File: src/rtl/tourney_pred.sv
module tourney_pred #(
  parameter int PC_W   = 32,
  parameter int IDX_W  = 8,
  parameter int HIST_W = 8,
  parameter int PC_LSB = 2
) (
  input  logic              clk,
  input  logic              rst_n,
  input  logic [PC_W-1:0]   lk_pc,
  output logic              lk_taken,
  output logic              lk_local,
  output logic              lk_global,
  output logic [HIST_W-1:0] ghist,
  input  logic              upd_valid,
  input  logic [PC_W-1:0]   upd_pc,
  input  logic              upd_taken,
  input  logic [HIST_W-1:0] upd_hist
);
  localparam int N = 1 << IDX_W;

  logic [1:0] loc_t [N];
  logic [1:0] gsh_t [N];
  logic [1:0] cho_t [N];

  function automatic logic [1:0] bump(input logic [1:0] c, input logic up);
    if (up) return (c == 2'b11) ? c : c + 2'd1;
    else    return (c == 2'b00) ? c : c - 2'd1;
  endfunction

  wire [IDX_W-1:0] lk_li = lk_pc[PC_LSB +: IDX_W];
  wire [IDX_W-1:0] lk_gi = lk_li ^ IDX_W'(ghist);
  wire [IDX_W-1:0] up_li = upd_pc[PC_LSB +: IDX_W];
  wire [IDX_W-1:0] up_gi = up_li ^ IDX_W'(upd_hist);

  assign lk_local  = loc_t[lk_li][1];
  assign lk_global = gsh_t[lk_gi][1];
  assign lk_taken  = cho_t[lk_li][1] ? lk_global : lk_local;

  wire up_lp = loc_t[up_li][1];
  wire up_gp = gsh_t[up_gi][1];

  always_ff @(posedge clk) begin
    if (!rst_n) begin
      for (int i = 0; i < N; i++) begin
        loc_t[i] <= 2'b01;
        gsh_t[i] <= 2'b01;
        cho_t[i] <= 2'b01;
      end
      ghist <= '0;
    end else if (upd_valid) begin
      loc_t[up_li] <= bump(loc_t[up_li], upd_taken);
      gsh_t[up_gi] <= bump(gsh_t[up_gi], upd_taken);
      if (up_lp != up_gp) cho_t[up_li] <= bump(cho_t[up_li], up_gp == upd_taken);
      ghist <= (ghist << 1) | HIST_W'(upd_taken);
    end
  end

  initial assert (HIST_W <= IDX_W && PC_LSB + IDX_W <= PC_W);

  assert_agree_final_R4: assert property (@(posedge clk) disable iff (!rst_n)
    (lk_local == lk_global) |-> (lk_taken == lk_local));

  assert_hist_shift_R7: assert property (@(posedge clk) disable iff (!rst_n)
    upd_valid |=> ghist == {$past(ghist[HIST_W-2:0]), $past(upd_taken)});

  assert_idle_hist_R8: assert property (@(posedge clk) disable iff (!rst_n)
    !upd_valid |=> $stable(ghist));

  assert_chooser_hold_R6: assert property (@(posedge clk) disable iff (!rst_n)
    (upd_valid && up_lp == up_gp) |=> cho_t[$past(up_li)] == $past(cho_t[up_li]));

  assert_local_sat_R5: assert property (@(posedge clk) disable iff (!rst_n)
    (upd_valid && upd_taken && loc_t[up_li] == 2'b11) |=> loc_t[$past(up_li)] == 2'b11);

  assert_local_floor_R5: assert property (@(posedge clk) disable iff (!rst_n)
    (upd_valid && !upd_taken && loc_t[up_li] == 2'b00) |=> loc_t[$past(up_li)] == 2'b00);
endmodule

File: config.mk
export PLATFORM = sky130hd
export DESIGN_NAME = tourney_pred
export DESIGN_NICKNAME = d
export VERILOG_FILES = /design/src/rtl/tourney_pred.sv
export SDC_FILE = /design/constraint.sdc
export NUM_CORES = 2
export LEC_CHECK = 0
export BUFFER_PORTS_ARGS = -buffer_cell sky130_fd_sc_hd__buf_4
export CORE_UTILIZATION = 45
export DETAILED_ROUTE_END_ITERATION = 12
export HOLD_SLACK_MARGIN = 0.15
export REMOVE_ABC_BUFFERS = 1
export SLEW_MARGIN = 5
export SYNTH_ARGS = -nofsm -noshare
export SYNTH_HDL_FRONTEND = slang
export SYNTH_SLANG_ARGS = --single-unit
File: constraint.sdc
create_clock -name clk -period 6.1 [get_ports clk]
set_input_delay 1.22 -clock clk [delete_from_list [all_inputs] [get_ports clk]]
set_output_delay 1.22 -clock clk [all_outputs]
set_load 0.01 [all_outputs]
==> flow_metrics.py <==
metrics = {
    "run_status": {
        "status": "finished, violations left",
        "violations": "capacitance limit",
    },
    "power_and_ir_drop": {
        "vdd.ir_drop.worst_mv": 0.294,
        "p_per_area_nw_per_um2": 296,
        "power_leakage_uw": 0.0276,
    },
    "global_routing": {
        "grt_pass1_vias": 59928,
        "antenna_found_initial": 3,
        "track_usage": 0.331,
        "grt_pass1_wl_um": 431000,
        "grt_overflow": 0,
        "grt_max_degree": 200,
    },
    "synthesis": {
        "ys_types": 69,
        "netlist.top_cell.by_area": "edfxtp_1",
        "synth-seq-cells": 1544,
        "ys_warn_count": 0,
        "synthTopCellsByCount": "1536 x edfxtp_1, 1009 x nand2_1, 749 x o21ai_0, 596 x nor2_1, 587 x mux4_2",
        "avgSynthCellArea_um2": 12.3,
        "yosys-top-cells-area": "edfxtp_1 57%, mux4_2 16%, nand2_1 4.7%, o21ai_0 4.6%, nor2_1 2.8%",
        "syn-instance-count": 6608,
        "syn_area_um2": 81200,
        "synth.most_common_cell": "edfxtp_1",
        "synth-async-reset-ratio": 0,
        "yosysTopAreaCellShare": 0.568,
        "yosysSeqAreaShare": 0.570,
        "synth_top_flop_cell": "edfxtp_1",
        "synth_edf_count": 1536,
    },
    "run": {
        "maxCapViolations": 1,
    },
    "clocking": {
        "clockRootBuffer": "clkbuf_16",
        "cts_buffers": 168,
        "clockBufferDepth": 3,
        "ctsHtreeMaxLevel": 4,
        "clk_pin_slew_worst_paths_ps": 60,
        "clkLatencyLatePin_ps": 840,
        "ctsHoldBuffers": 0,
        "clock_sinks": 1544,
        "cts_setup_buffers": 0,
        "cts_tree": "yes",
        "cts-resized-gates": 0,
    },
    "finish": {
        "finalInstanceArea_um2": 91300,
        "nets": 6578,
        "n_fill_cell": 15379,
        "drive_gt1_frac": 0.206,
        "area_growth_pct": 12.5,
        "utilization": 0.511,
        "seq_area_um2": 46300,
        "multiInputGateArea_um2": 31900,
    },
    "floorplan": {
        "die_x_um": 427,
        "fp.dieArea_um2": 182000,
        "ios": 87,
        "rows": 155,
        "initial_utilization": 0.454,
        "core_um2": 179000,
        "fp.dieH_um": 427,
    },
    "critical_path": {
        "crit_slowest_cell": "mux4_2",
        "slowest_delay_ps": 530,
        "cp-end-kind": "primary output",
        "startpoint_type": "input port",
        "crit_type": "in -> out",
        "crit_fanout": 16,
        "path_cells": "buf_8 > xnor2_2 > buf_12 > buf_12 > mux4_2 > mux4_2 > a22oi_1 > nand3_1 > o21ai_0 > buf_4 > a21oi_1 > buf_4 > mux2_2 > buf_4",
        "arrival_ps": 4830,
        "cp_common_cell": "buf_4",
        "required_ps": 4880,
    },
    "routing": {
        "drc": 0,
        "viasPerCell": 6.85,
        "ant_nets": 0,
        "wl_um": 302000,
        "dr.first_iter.drc_count": 9540,
        "post_drt_wl_per_cell_um": 33.6,
        "drt_first_pass_iters": 6,
        "vias": 61552,
    },
    "sta": {
        "min_period_ps": 6050,
        "fmax_mhz": 165,
        "max_slew.worst_pin.slew_ps": 1480,
        "final_hold_viol_count": 0,
        "max_slew_margin": 0.00291,
        "tns_ps": 0,
        "hold-worst-slack_ps": 556,
        "rsz0062_at_grt": "no",
        "setup_violations": 0,
        "slew_violations": 0,
        "skew_ps": 42.8,
        "post-route-period-util": 0.991,
    },
    "placed_design": {
        "placed_cell_area_um2": 86200,
        "port_buffers": 38,
        "dp_hpwl_um": 201000,
        "place.gp.congestion": 0.978,
    },
    "min_path": {
        "hp-class": "reg -> reg",
    },
}
-- through the flow --
stage          total power (uW)  setup slack [ps]  instances
2_1_floorplan             14300            -12190       5861
3_3_place_gp              17100             -6.98       8687
3_5_place_dp              17100             -49.0       8687
4_1_cts                   26900              74.4       8987
5_1_grt                   27500              12.1       8987
6_report                  27000              52.9       8988
-- layer usage --
layer  part of all wire  track usage
met1               0.35        0.423
met2               0.45        0.505
met3               0.12       0.0759
met4              0.080        0.219
met5           0.000083            0
-- state kept, by name (all words and copies together) (netlist names) --
signal	count
ghist	8
cho_t	512
gsh_t	512
loc_t	512
-- where the power goes --
| part | switching [uW] | total [uW] | leakage (uW) | internal [uW] |
|---|---|---|---|---|
| logic | 3400 | 5070 | 0.0115 | 1670 |
| clock network | 4460 | 9930 | 0.00253 | 5460 |
| registers | 127 | 12000 | 0.0136 | 11900 |
| total | 7990 | 27000 | 0.0276 | 19000 |
-- worst max-delay path, delay by kind of cell --
family,cells,cell delay [ps]
and+or+nand+nor,1,120
buffers and inverters,6,1140
xor gates and xnor gates,1,450
AOI/OAI and AO/OA,3,530
muxes,3,1320
-- cells in the final DEF (no fill, tap or decap), types with 9 or more instances in the layout --
cell type / count
nor3_2: 9
and3_1: 16
nor2_1: 564
nand2_1: 1009
mux4_2: 587
nor4_1: 13
a22oi_1: 59
a21oi_1: 320
a221oi_1: 12
a31oi_1: 9
clkbuf_1: 34
nor2_4: 13
edfxtp_1: 1536
a22o_1: 10
nand3_1: 321
nor2_2: 19
mux2i_1: 139
clkinv_2: 28
nor3_1: 260
buf_12: 117
o21ai_0: 749
o22ai_1: 25
clkbuf_16: 169
buf_4: 349
a211oi_1: 9
nor2b_1: 16
o21bai_1: 17
clkinv_1: 41
nand4_1: 12
-- cell families (layout without fill, tap and decap cells) --
kind of cell | count (synthesis) | after routing | synth area share
other | 0 | 1 | 0
xor gates and xnor gates | 26 | 26 | 0.00313
and+or+nand+nor | 2291 | 2291 | 0.119
AOI/OAI and AO/OA | 1258 | 1258 | 0.0837
buffers and inverters | 752 | 776 | 0.0428
DFF | 1544 | 1544 | 0.570
adders and majority gates | 3 | 3 | 0.000401
muxes | 734 | 734 | 0.181
-- area by class of cell --
class / count / area share
sequential: 1544 / 0.507
multi-input combinational: 4312 / 0.349
timing repair buffer: 471 / 0.0551
clock buffer: 206 / 0.0482
tap: 2355 / 0.0323
clock inverter: 94 / 0.00839
inverter: 5 / 0.000206
antenna: 1 / 0.0000274
-- worst paths after layout --
path | endpoint | cells after the start | startpoint | slack [ps]
worst min-delay path | ghist[7]$_SDFFE_PN0P_ | 2 | ghist[7]$_SDFFE_PN0P_ | 560
worst min register to register | ghist[7]$_SDFFE_PN0P_ | 2 | ghist[7]$_SDFFE_PN0P_ | 560
worst max register to register | cho_t[20][0]$_SDFFCE_PN1P_ | 12 | loc_t[154][1]$_SDFFCE_PN0P_ | 1820
worst max-delay path | lk_taken | 14 | lk_pc[2] | 50
Power figures use the tool's default switching activity.
